[src/rtl/uart_irq_pkg.sv]
package uart_irq_pkg;

  localparam int NUM_SRC = 4;

  typedef enum logic [1:0] {
    SRC_LINE = 2'd0,
    SRC_RXD  = 2'd1,
    SRC_THRE = 2'd2,
    SRC_MDM  = 2'd3
  } src_e;

  localparam logic [2:0] ID_NONE = 3'b001;

  function automatic logic [2:0] id_code(src_e s);
    case (s)
      SRC_LINE: id_code = 3'b110;
      SRC_RXD:  id_code = 3'b100;
      SRC_THRE: id_code = 3'b010;
      default:  id_code = 3'b000;
    endcase
  endfunction

endpackage

[src/rtl/uart_irq_src_latch.sv]
module uart_irq_src_latch (
  input  logic clk,
  input  logic rst_n,
  input  logic set_i,
  input  logic clr_i,
  output logic pend_o
);

  // A fresh event beats an acknowledgement in the same cycle.
  always_ff @(posedge clk or negedge rst_n) begin
    if (!rst_n)     pend_o <= 1'b0;
    else if (set_i) pend_o <= 1'b1;
    else if (clr_i) pend_o <= 1'b0;
  end

endmodule

[src/rtl/uart_irq_prio_enc.sv]
module uart_irq_prio_enc
  import uart_irq_pkg::*;
(
  input  logic [NUM_SRC-1:0] req_i,
  output logic               any_o,
  output src_e               top_o,
  output logic [2:0]         id_o
);

  always_comb begin
    any_o = |req_i;
    top_o = SRC_LINE;
    // Walk from lowest to highest priority so the last hit wins.
    for (int i = NUM_SRC - 1; i >= 0; i--) begin
      if (req_i[i]) top_o = src_e'(i[1:0]);
    end
    id_o = any_o ? id_code(top_o) : ID_NONE;
  end

endmodule

[src/rtl/uart_irq_id_hold.sv]
module uart_irq_id_hold #(
  parameter int DATA_W = 8
) (
  input  logic              clk,
  input  logic              rst_n,
  input  logic              rd_i,
  input  logic [DATA_W-1:0] live_i,
  output logic              rd_start_o,
  output logic [DATA_W-1:0] data_o
);

  localparam logic [DATA_W-1:0] IDLE_VAL = {{(DATA_W-1){1'b0}}, 1'b1};

  logic              rd_q;
  logic [DATA_W-1:0] hold_q;

  assign rd_start_o = rd_i & ~rd_q;

  always_ff @(posedge clk or negedge rst_n) begin
    if (!rst_n) begin
      rd_q   <= 1'b0;
      hold_q <= IDLE_VAL;
    end else begin
      rd_q <= rd_i;
      if (rd_start_o) hold_q <= live_i;
    end
  end

  // The first strobe cycle shows the live value, which is the value captured.
  assign data_o = rd_q ? hold_q : live_i;

endmodule

[src/rtl/uart_irq_ctrl.sv]
module uart_irq_ctrl
  import uart_irq_pkg::*;
#(
  parameter int DATA_W     = 8,
  parameter int LS_ERR_W   = 4,
  parameter int MS_DELTA_W = 4
) (
  input  logic                  clk,
  input  logic                  rst_n,
  input  logic                  ier_wr,
  input  logic [NUM_SRC-1:0]    ier_wd,
  input  logic [LS_ERR_W-1:0]   ls_err_evt,
  input  logic                  rx_avail_evt,
  input  logic                  thr_empty,
  input  logic [MS_DELTA_W-1:0] ms_delta_evt,
  input  logic                  lsr_rd,
  input  logic                  rbr_rd,
  input  logic                  msr_rd,
  input  logic                  thr_wr,
  input  logic                  iir_rd,
  output logic                  irq,
  output logic [DATA_W-1:0]     iir_data
);

  localparam int PAD_W = DATA_W - 3;

  logic [NUM_SRC-1:0] ier_q;
  logic               thr_empty_q;
  logic [NUM_SRC-1:0] src_set;
  logic [NUM_SRC-1:0] src_clr;
  logic [NUM_SRC-1:0] pend;
  logic [NUM_SRC-1:0] en_pend;
  logic               any_pend;
  src_e               top_src;
  logic [2:0]         id;
  logic [DATA_W-1:0]  live_iir;
  logic               rd_start;

  always_ff @(posedge clk or negedge rst_n) begin
    if (!rst_n) begin
      ier_q       <= '0;
      thr_empty_q <= 1'b1;
    end else begin
      thr_empty_q <= thr_empty;
      if (ier_wr) ier_q <= ier_wd;
    end
  end

  always_comb begin
    src_set[SRC_LINE] = |ls_err_evt;
    src_set[SRC_RXD]  = rx_avail_evt;
    src_set[SRC_THRE] = (thr_empty & ~thr_empty_q)
                      | (ier_wr & ier_wd[SRC_THRE] & ~ier_q[SRC_THRE] & thr_empty);
    src_set[SRC_MDM]  = |ms_delta_evt;

    src_clr[SRC_LINE] = lsr_rd;
    src_clr[SRC_RXD]  = rbr_rd;
    src_clr[SRC_THRE] = thr_wr | (rd_start & any_pend & (top_src == SRC_THRE));
    src_clr[SRC_MDM]  = msr_rd;
  end

  for (genvar g = 0; g < NUM_SRC; g++) begin : g_src
    uart_irq_src_latch u_latch (
      .clk    (clk),
      .rst_n  (rst_n),
      .set_i  (src_set[g]),
      .clr_i  (src_clr[g]),
      .pend_o (pend[g])
    );
  end

  assign en_pend = pend & ier_q;

  uart_irq_prio_enc u_enc (
    .req_i (en_pend),
    .any_o (any_pend),
    .top_o (top_src),
    .id_o  (id)
  );

  assign live_iir = {{PAD_W{1'b0}}, id};
  assign irq      = any_pend;

  uart_irq_id_hold #(.DATA_W(DATA_W)) u_hold (
    .clk        (clk),
    .rst_n      (rst_n),
    .rd_i       (iir_rd),
    .live_i     (live_iir),
    .rd_start_o (rd_start),
    .data_o     (iir_data)
  );

endmodule

[config.mk]
export PLATFORM = sky130hd
export DESIGN_NAME = uart_irq_ctrl
export DESIGN_NICKNAME = d
export VERILOG_FILES = /design/src/rtl/uart_irq_pkg.sv /design/src/rtl/uart_irq_src_latch.sv /design/src/rtl/uart_irq_prio_enc.sv /design/src/rtl/uart_irq_id_hold.sv /design/src/rtl/uart_irq_ctrl.sv
export SDC_FILE = /design/constraint.sdc
export NUM_CORES = 1
export LEC_CHECK = 0
export BUFFER_PORTS_ARGS = -buffer_cell sky130_fd_sc_hd__buf_2
export CAP_MARGIN = 15
export CORE_ASPECT_RATIO = 1.1
export CORE_MARGIN = 1
export CORE_UTILIZATION = 44
export DETAILED_ROUTE_END_ITERATION = 7
export PLACE_DENSITY_LB_ADDON = 0.3
export SLEW_MARGIN = 5
export SYNTH_ARGS = -nofsm -noshare
export SYNTH_HDL_FRONTEND = slang
export SYNTH_HIERARCHICAL = 1
export SYNTH_SLANG_ARGS = --single-unit
[constraint.sdc]
create_clock -name clk -period 1.4 [get_ports clk]
set_input_delay 0.14 -clock clk [delete_from_list [all_inputs] [get_ports clk]]
set_output_delay 0.14 -clock clk [all_outputs]
set_load 0.01 [all_outputs]
**Word level (Yosys, flattened, before mapping)**

Index checks and enable logic that the tools add are counted.

- Logic and storage cells: 46
- Register bits after elaboration: 13
- Bits of input ports: 22
- Output and inout bits: 9

- Eq/ne operators: 2
- Reductions and logical operators: 8
- Muxes and demuxes: 15
- Bitwise operators: 13

Operators with widths:

| cell | number |
|---|---|
| $reduce_or 4->1 | 3 |
| $pmux 3 s3 | 1 |
| $mux 1 | 8 |
| $mux 2 | 4 |
| $reduce_bool 2->1 | 4 |
| $and 1x1->1 | 7 |
| $mux 3 | 2 |
| $and 4x4->4 | 1 |
| $not 1->1 | 3 |
| $eq 2x1->1 const B | 1 |
| $eq 2x2->1 const B | 1 |
| $logic_not 2->1 | 1 |
| $or 1x1->1 | 2 |

**Longest topological paths before layout**

Gate-level depths: netlist of the first run.

- Depth in word-level cells: 10
- Depth in mapped cells: 7
- Depth with buffers taken out: 7

**Modules after synthesis**

The synthesis of the first run kept the hierarchy.

By module, submodules not included:

| module | area an instance (um^2) | sequential area each (um^2) | times used | cells each |
|---|---|---|---|---|
| uart_irq_id_hold | 476.7 | 226.5 | 1 | 29 |
| uart_irq_ctrl | 244.0 | 126.4 | 1 | 20 |
| uart_irq_src_latch | 36.3 | 25.0 | 4 | 3 |
| uart_irq_prio_enc | 62.6 | 0.0 | 1 | 9 |

**Worst setup path after synthesis of the first run**

Ideal clock, no wire load.

- Path type: register -> register
- Start point: register g_src[1].u_latch.pend_o
- End point: register g_src[2].u_latch.pend_o
- Setup time: 0.118 ns
- Arrival time: 1.191 ns
- Period minus slack after synthesis: 1.309 ns
- Required time: 1.282 ns
- Path slack: 0.091 ns
- Stages on the path, launching flop included: 7
- Path through: dfrtp_1 > and2_1 > or2_4 > nor2_1 > a41o_1 > inv_1 > a21o_1

- Cells in the longest elaborated chain, start to end: 7
- Elaborated cells between the ends (all ways): 9
- Those cells by class: eq/ne: 1; mux: 2; bitwise: 4; reduce/logical: 2

Ends and longest elaborated chain:

| what | line | text |
|---|---|---|
| from (decl) | uart_irq_src_latch.sv:6 | `output logic pend_o` |
| from (signal assigned) | uart_irq_src_latch.sv:11 | `if (!rst_n) pend_o <= 1'b0;` |
| from (signal assigned) | uart_irq_src_latch.sv:12 | `else if (set_i) pend_o <= 1'b1;` |
| from (signal assigned) | uart_irq_src_latch.sv:13 | `else if (clr_i) pend_o <= 1'b0;` |
| $and 4x4->4 | uart_irq_ctrl.sv:72 | `assign en_pend = pend & ier_q;` |
| net en_pend[1] | uart_irq_ctrl.sv:32 | `logic [NUM_SRC-1:0] en_pend;` |
| $mux 2 (2 in series) | uart_irq_prio_enc.sv:15 | `if (req_i[i]) top_o = src_e'(i[1:0]);` |
| net top_src[1] | uart_irq_ctrl.sv:34 | `src_e top_src;` |
| $eq 2x2->1 | uart_irq_ctrl.sv:58 | `src_clr[SRC_THRE] = thr_wr \| (rd_start & any_pend & (top_src == SRC_THRE));` |
| $and 1x1->1 | uart_irq_ctrl.sv:58 |  |
| $or 1x1->1 | uart_irq_ctrl.sv:58 |  |
| net src_clr[2] | uart_irq_ctrl.sv:30 | `logic [NUM_SRC-1:0] src_clr;` |
| $reduce_bool 2->1 (no line) | n/a |  |
| to (signal assigned) | uart_irq_src_latch.sv:11 |  |
| to (signal assigned) | uart_irq_src_latch.sv:12 |  |
| to (signal assigned) | uart_irq_src_latch.sv:13 |  |
| to (decl) | uart_irq_src_latch.sv:6 |  |

The timed path passes the listed nets, and every way through them passes these cells.
A chain may end at the register's enable or synchronous reset.

**Worst setup path in the final report of the first run**

- Start point: register g_src[1].u_latch.pend_o
- End point: output iir_data[0]

- Cells in the longest elaborated chain, start to end: 4

Ends and longest elaborated chain:

| what | line | text |
|---|---|---|
| $and 4x4->4 | uart_irq_ctrl.sv:72 |  |
| net en_pend[1] | uart_irq_ctrl.sv:32 |  |
| $reduce_or 4->1 | uart_irq_prio_enc.sv:11 | `any_o = \|req_i;` |
| $mux 3 | uart_irq_prio_enc.sv:17 | `id_o = any_o ? id_code(top_o) : ID_NONE;` |
| net id[0] | uart_irq_ctrl.sv:35 | `logic [2:0] id;` |
| $mux 3 | uart_irq_id_hold.sv:30 | `assign data_o = rd_q ? hold_q : live_i;` |
| to (decl) | uart_irq_ctrl.sv:22 | `output logic [DATA_W-1:0] iir_data` |

The timed path passes the listed nets, and every way through them passes these cells.

==> results of run 1 <==
metrics by stage:
| stage | cell area [sq um] | TNS [ns] | hold slack [ns] | std cells | total power, mW |
|---|---|---|---|---|---|
| after floorplan | 962.2 | 0 | -0.1556 | 79 | 0.8189 |
| after global placement | 1132 | 0 | 0.08615 | 136 | 0.9061 |
| after detailed placement | 1132 | 0 | 0.08273 | 136 | 0.9153 |
| after CTS | 1303 | -0.9549 | 0.02269 | 148 | 1.304 |
| after global routing | 1335 | -1.694 | 0.03537 | 150 | 1.401 |
| final | 1335 | -1.097 | 0.03035 | 150 | 1.322 |
logic make-up after synthesis:
family	count (synthesis)	synth area share
AO/OA/AOI/OAI	8	0.06469
other	1	0.004039
buffers and inverters	9	0.05256
multiplexers	20	0.2749
flip-flops	18	0.4879
AND/OR/NAND/NOR	14	0.1159
worst max-delay path by stage:
stage,cells past startpoint,slack [ns],endpoint
CTS,5,-0.25,iir_data[0]
floorplan,6,0.09,g_src[2].u_latch/pend_o$_DFFE_PN0P_
global placement,5,0.04,iir_data[0]
finish,5,-0.26,iir_data[0]
global route,5,-0.36,iir_data[0]
detailed placement,5,0.03,iir_data[0]
area by class of cell:
cell class              count  area, sq um
clock buffers               4        36.28
multi-input cells          52        491.7
well taps                  28        35.03
inverters                   7        26.28
fillers                   159        664.4
flip-flops and latches     18        454.2
repair buffers             41        291.5
cell usage in the layout, fill, tap and decap left out, types with 2 or more instances in the layout:
master                          Yosys  layout
sky130_fd_sc_hd__buf_2              0      23
sky130_fd_sc_hd__dfrtp_1           16      15
sky130_fd_sc_hd__mux2_2            12      10
sky130_fd_sc_hd__conb_1             1      10
sky130_fd_sc_hd__mux2_4             8      10
sky130_fd_sc_hd__buf_6              2       9
sky130_fd_sc_hd__inv_1              7       7
sky130_fd_sc_hd__buf_4              0       6
sky130_fd_sc_hd__a21o_1             5       5
sky130_fd_sc_hd__and2_4             0       3
sky130_fd_sc_hd__clkbuf_4           0       3
sky130_fd_sc_hd__dlygate4sd3_1      0       3
sky130_fd_sc_hd__or4_1              2       2
sky130_fd_sc_hd__dfstp_2            2       2
sky130_fd_sc_hd__nand2b_4           2       2
repair_timing:
action,4_1_cts,5_1_grt
setup endpoints to repair,9,10
hold buffers,3,0
resized for setup,15,5
setup buffers,5,2
hold endpoints to repair,18,0
pin swaps,3,2
flip-flops by register name (all words and copies together) (netlist names):
register and cells:
thr_empty_q 1, u_hold/rd_q 1, ier_q 4, g_src.u_latch/pend_o 4, u_hold/hold_q 8
per-layer routing:
| layer | GRT usage | vias to the layer above | wire length [microns] |
|---|---|---|---|
| met5 | 0 | - | 0 |
| met4 | 0.02941 | 0 | 8 |
| met3 | 0.05396 | 2 | 98 |
| met2 | 0.3000 | 26 | 933 |
| met1 | 0.1752 | 330 | 703 |
| li1 | - | 334 | - |
critical path, cell delays in order (launching register included):
cell	delay, ns
sky130_fd_sc_hd__dfrtp_1	0.39
sky130_fd_sc_hd__and2_4	0.16
sky130_fd_sc_hd__or2_4	0.27
sky130_fd_sc_hd__nor3_4	0.14
sky130_fd_sc_hd__mux2_2	0.17
sky130_fd_sc_hd__buf_2	0.12
power by group:
part	switching, mW	internal, mW
sequential	0.0344	0.583
combinational	0.148	0.251
clock	0.148	0.158
total	0.330	0.992
==> qor.tcl, run 1 <==
set qor(outcome) {finished, violations left}
set qor(violated_checks) {negative setup slack}
set qor(final_min_period_over_clock_period) 1.189
set qor(synth-warning-count) 6
set qor(layout.core_utilization) 0.6677
set qor(period_needed_ns) 1.664
set qor(timing.hold.worst_endpoint) {g_src[1].u_latch/pend_o$_DFFE_PN0P_}
set qor(grt_usage) 0.1626
set qor(rr_startpoint) {g_src[1].u_latch/pend_o$_DFFE_PN0P_}
set qor(ctsLongestPathBuffers) 2
set qor(synth_top_cells_by_area) {sky130_fd_sc_hd__dfrtp_1 (43%), sky130_fd_sc_hd__mux2_2 (15%), sky130_fd_sc_hd__mux2_4 (13%)}
set qor(maximum_number_of_pins_on_one_net_before_global_route_repair) 19
set qor(routed_wire_per_std_cell_microns) 11.61
set qor(drive_above_1_share) 0.6066
set qor(leakagePower_nw) 0.6909
set qor(ff2ff_path_depth) 8
set qor(required_ns) 1.26
set qor(die_w_microns) 45.80
set qor(initial_core_util) 0.4643
set qor(synth_top_cell_area_share) 0.4313
set qor(worst_clock_skew_ns) 0.01017
set qor(yosysMostFrequentCell) {sky130_fd_sc_hd__dfrtp_1}
set qor(cts.sinks) 18
set qor(ys.flop_type) {sky130_fd_sc_hd__dfrtp_1}
set qor(timing.final.hold_violations) 0
set qor(worst-r2r-setup-slack_ns) -0.17
set qor(cts_max_level) 1
set qor(detailedRoute.firstPassIterationCount) 4
set qor(maxSlewViolCount) 0
set qor(max_cap_violations) 0
set qor(synth-seq-area-share) 0.4879
set qor(startpoint_of_the_most_critical_hold_path) {rx_avail_evt}
set qor(vdd.ir_drop.worst_mv) 0.6997
set qor(drc_errors) 0
set qor(area_delta_synth_final_pct) 43.80
set qor(worstSetupStartpoint) {g_src[1].u_latch/pend_o$_DFFE_PN0P_}
set qor(grt_antenna_before_repair) 0
set qor(ant_nets) 0
set qor(worstSkewPairLatency_ns) 0.29
set qor(route.final.wire_length_microns) 1742
set qor(pwr_density_cell_nw_per_um2) 990.5
set qor(synthCells) 70
set qor(timing.critical_path.from_type) {flop}
set qor(critPathKind) {flop to output pin}
set qor(vias_in_the_first_global_route) 660
set qor(crit_arrival_ns) 1.52
set qor(top_level_ports) 31
set qor(buffer_type_at_the_clock_tree_root) {sky130_fd_sc_hd__clkbuf_4}
set qor(replace_congestion) 0.6760
set qor(dp_hpwl_microns) 1183
set qor(design.final.nets) 145
set qor(floorplan.die.height_microns) 50.18
set qor(grt_overflow_total) 0
set qor(max_freq_ghz) 0.6009
set qor(min-delay-path-class) {primary input to flop}
set qor(tritoncts) {built}
set qor(regToRegEndpoint) {g_src[2].u_latch/pend_o$_DFFE_PN0P_}
set qor(synth_area_sq_um) 928.4
set qor(std_cell_rows) 17
set qor(hold-path-cell-count) 2
set qor(grt_first_pass_wirelength_microns) 2663
set qor(timing.critical_path.to_type) {output pin}
set qor(num_antenna_cells) 0
set qor(setup_slack_ns) -0.2643
set qor(vias) 692
set qor(report.final.setup_viol) 11
set qor(core_region_area_sq_um) 1999
set qor(die-area_sq_um) 2298
set qor(synthDominantAreaCellType) {sky130_fd_sc_hd__dfrtp_1}
set qor(synth_area_per_cell_sq_um) 13.26
set qor(netlist-cell-type-count) 19
set qor(portBuffers) 30
set qor(synth_enable_flop_cells) 0
set qor(dr.first_iter.drc_count) 6
set qor(via_per_inst) 4.613
set qor(synthArstFlopShare) 1.000
set qor(critPathMaxFanout) 4
set qor(cts_made_buffers) 3
set qor(synth.ff_latch_count) 18
set qor(rsz0062_at_grt) {true}
set qor(path_clk_slew_ns) 0.09
set qor(place_ws_ns) 0.02637
set qor(synth_common_cells) {sky130_fd_sc_hd__dfrtp_1 (16), sky130_fd_sc_hd__mux2_2 (12), sky130_fd_sc_hd__mux2_4 (8)}
No activity file was read; power rests on OpenSTA's default activity.
==> run 2: changes to the inputs <==
Settings changed: CAP_MARGIN 15 to default, REMOVE_ABC_BUFFERS from default to 1.
==> qor.tcl, run 2 (synthesized netlist as in run 1, its figures left out) <==
set qor(hold-path-cell-count) 2 ;# unchanged
set qor(worstSetupStartpoint) {g_src[0].u_latch/pend_o$_DFFE_PN0P_} ;# was g_src[1].u_latch/pend_o$_DFFE_PN0P_
set qor(timing.critical_path.from_type) {flop} ;# unchanged
set qor(vdd.ir_drop.worst_mv) 0.5062 ;# was 0.6997 mV
set qor(worst-r2r-setup-slack_ns) 0.03 ;# was -0.17 ns
set qor(worst_clock_skew_ns) 0.002071 ;# was 0.01017 ns
set qor(crit_arrival_ns) 1.52 ;# about the same
set qor(maximum_number_of_pins_on_one_net_before_global_route_repair) 19 ;# unchanged
set qor(total_power_mw) 1.303 ;# was 1.322 mW
set qor(finalHoldWorstSlack_ns) 0.02758 ;# was 0.03035 ns
set qor(report.final.setup_viol) 9 ;# was 11
set qor(clkPwrFrac) 0.236 ;# was 0.231
set qor(max_freq_ghz) 0.6040 ;# was 0.6009 GHz
set qor(dr.first_iter.drc_count) 4 ;# was 6
set qor(critPathKind) {flop to output pin} ;# unchanged
set qor(power_report.internal_total_uw) 981.6 ;# was 992.3 uW
set qor(power.share.combinational) 0.291 ;# was 0.302
set qor(portBuffers) 30 ;# unchanged
set qor(layout.cell_area.non_filler_sq_um) 1326 ;# was 1335 sq um
set qor(std_cell_rows) 17 ;# unchanged
set qor(regToRegEndpoint) {g_src[2].u_latch/pend_o$_DFFE_PN0P_} ;# unchanged
set qor(timing.final.hold_violations) 0 ;# unchanged
set qor(dp_hpwl_microns) 1150 ;# was 1183 microns
set qor(drc_errors) 0 ;# unchanged
set qor(ctsLongestPathBuffers) 2 ;# unchanged
set qor(pwr-share-seq) 0.473 ;# was 0.467
set qor(rsz0062_at_grt) {true} ;# unchanged
set qor(switching_share) 0.2466 ;# was 0.2496
set qor(area_delta_synth_final_pct) 42.86 ;# was 43.80%
set qor(route.final.wire_length_microns) 1657 ;# was 1742 microns
set qor(leakagePower_nw) 0.6810 ;# was 0.6909 nW
set qor(cts_max_level) 1 ;# unchanged
set qor(tritoncts) {built} ;# unchanged
set qor(registers.top_by_ff_count) {u_hold/hold_q} ;# unchanged
set qor(path_clk_slew_ns) 0.10 ;# was 0.09 ns
set qor(floorplan.die.height_microns) 50.18 ;# unchanged
set qor(layout.cells.most_common_list) {sky130_fd_sc_hd__buf_2 (22), sky130_fd_sc_hd__dfrtp_1 (15), sky130_fd_sc_hd__mux2_2 (10), sky130_fd_sc_hd__conb_1 (10), sky130_fd_sc_hd__mux2_4 (10)} ;# was sky130_fd_sc_hd__buf_2 (23), sky130_fd_sc_hd__dfrtp_1 (15), sky130_fd_sc_hd__mux2_2 (10), sky130_fd_sc_hd__conb_1 (10), sky130_fd_sc_hd__mux2_4 (10)
set qor(dpl_cell_area_sq_um) 1132 ;# unchanged
set qor(largestRegisters) {u_hold/hold_q: 8 flops, g_src.u_latch/pend_o: 4 flops, ier_q: 4 flops} ;# unchanged
set qor(grt_first_pass_wirelength_microns) 2884 ;# was 2663 microns
set qor(worstSkewPairLatency_ns) 0.28 ;# was 0.29 ns
set qor(num_antenna_cells) 0 ;# unchanged
set qor(pwr_density_cell_nw_per_um2) 982.4 ;# was 990.5 nW/um^2
set qor(grt_usage) 0.1774 ;# was 0.1626
set qor(layout.core_utilization) 0.6633 ;# was 0.6677
set qor(maxSlewViolCount) 0 ;# unchanged
set qor(total_switching_power_uw) 321.3 ;# was 330.1 uW
set qor(outcome) {finished, violations left} ;# unchanged
set qor(initial_core_util) 0.4643 ;# unchanged
set qor(detailedRoute.firstPassIterationCount) 4 ;# unchanged
set qor(min-delay-path-class) {primary input to flop} ;# unchanged
set qor(max_ffs_per_register) 8 ;# unchanged
set qor(top_level_ports) 31 ;# unchanged
set qor(startpoint_of_the_most_critical_hold_path) {rx_avail_evt} ;# unchanged
set qor(buffer_type_at_the_clock_tree_root) {sky130_fd_sc_hd__clkbuf_4} ;# unchanged
set qor(rr_startpoint) {g_src[0].u_latch/pend_o$_DFFE_PN0P_} ;# was g_src[1].u_latch/pend_o$_DFFE_PN0P_
set qor(totalNegativeSetupSlack_ns) -0.8645 ;# was -1.097 ns
set qor(layout.cells.non_filler) 148 ;# was 150
set qor(timing.critical_path.to_type) {output pin} ;# unchanged
set qor(mostFrequentLayoutCell) {sky130_fd_sc_hd__buf_2} ;# unchanged
set qor(setup_slack_ns) -0.2556 ;# was -0.2643 ns
set qor(timing.hold.worst_endpoint) {g_src[1].u_latch/pend_o$_DFFE_PN0P_} ;# unchanged
set qor(die-area_sq_um) 2298 ;# unchanged
set qor(vias) 665 ;# was 692
set qor(place_ws_ns) 0.01112 ;# was 0.02637 ns
set qor(grt_antenna_before_repair) 0 ;# unchanged
set qor(cts_made_buffers) 3 ;# unchanged
set qor(period_needed_ns) 1.656 ;# was 1.664 ns
set qor(ff2ff_path_depth) 6 ;# was 8
set qor(required_ns) 1.26 ;# about the same
set qor(routed_wire_per_std_cell_microns) 11.20 ;# was 11.61 microns
set qor(final_min_period_over_clock_period) 1.183 ;# was 1.189
set qor(max_cap_violations) 0 ;# unchanged
set qor(vias_in_the_first_global_route) 695 ;# was 660
set qor(grt_overflow_total) 0 ;# unchanged
set qor(place.detailed.instances) 136 ;# unchanged
set qor(design.final.nets) 143 ;# was 145
set qor(drive_above_1_share) 0.5833 ;# was 0.6066
set qor(core_region_area_sq_um) 1999 ;# unchanged
set qor(violated_checks) {negative setup slack} ;# unchanged
set qor(via_per_inst) 4.493 ;# was 4.613
set qor(cts.sinks) 18 ;# unchanged
set qor(ant_nets) 0 ;# unchanged
set qor(n_fill_cell) 165 ;# was 159
set qor(replace_congestion) 0.6745 ;# was 0.6760
set qor(critPathMaxFanout) 5 ;# was 4
set qor(die_w_microns) 45.80 ;# unchanged
==> run 2: power by group through the flow <==
stage          registers (mW)  logic (mW)  clock network (mW)
3_3_place_gp            0.622       0.283                   0
6_report                0.616       0.380               0.307
2_1_floorplan           0.614       0.198                   0
5_1_grt                 0.623       0.414               0.358
4_1_cts                 0.615       0.372               0.325
3_5_place_dp            0.625       0.290                   0
==> run 2: worst max-delay path by stage <==
stage / endpoint / slack (ns) / cells after the start
2_1_floorplan: g_src[2].u_latch/pend_o$_DFFE_PN0P_ / 0.09 / 6
3_3_place_gp: iir_data[0] / 0.04 / 5
3_5_place_dp: iir_data[0] / 0.01 / 5
4_1_cts: iir_data[0] / -0.26 / 5
5_1_grt: iir_data[0] / -0.35 / 5
6_report: iir_data[2] / -0.26 / 4
==> run 2: layer usage <==
metal	GRT usage	vias to the layer above	wire, microns
met1	0.2201	314	741
met2	0.2881	21	851
met5	0	-	0
met4	0.07353	0	0
met3	0.04317	0	64
li1	-	330	-
==> run 2: area by class of cell <==
type                            count  area, sq um  share of cell area
Timing Repair Buffer               39        291.5              0.2198
Inverter                            7        26.28             0.01981
Multi-Input combinational cell     52        483.0              0.3642
Clock buffer                        4        36.28             0.02736
Sequential cell                    18        454.2              0.3425
Tap cell                           28        35.03             0.02642
==> run 2: what timing repair did <==
action / in CTS / in global routing
buffers inserted: 3 / 2
pin swaps: 1 / 1
endpoints found under the setup margin: 7 / 10
hold buffers: 3 / 0
hold endpoints to repair: 18 / 0
resized for setup: 16 / 1
==> run 2: worst max-delay path, stage by stage, from the launching register on <==
cell and delay [ns]:
sky130_fd_sc_hd__dfrtp_1 0.39, sky130_fd_sc_hd__and2_4 0.17, sky130_fd_sc_hd__or2_4 0.27, sky130_fd_sc_hd__mux2_4 0.28
sky130_fd_sc_hd__buf_6 0.12
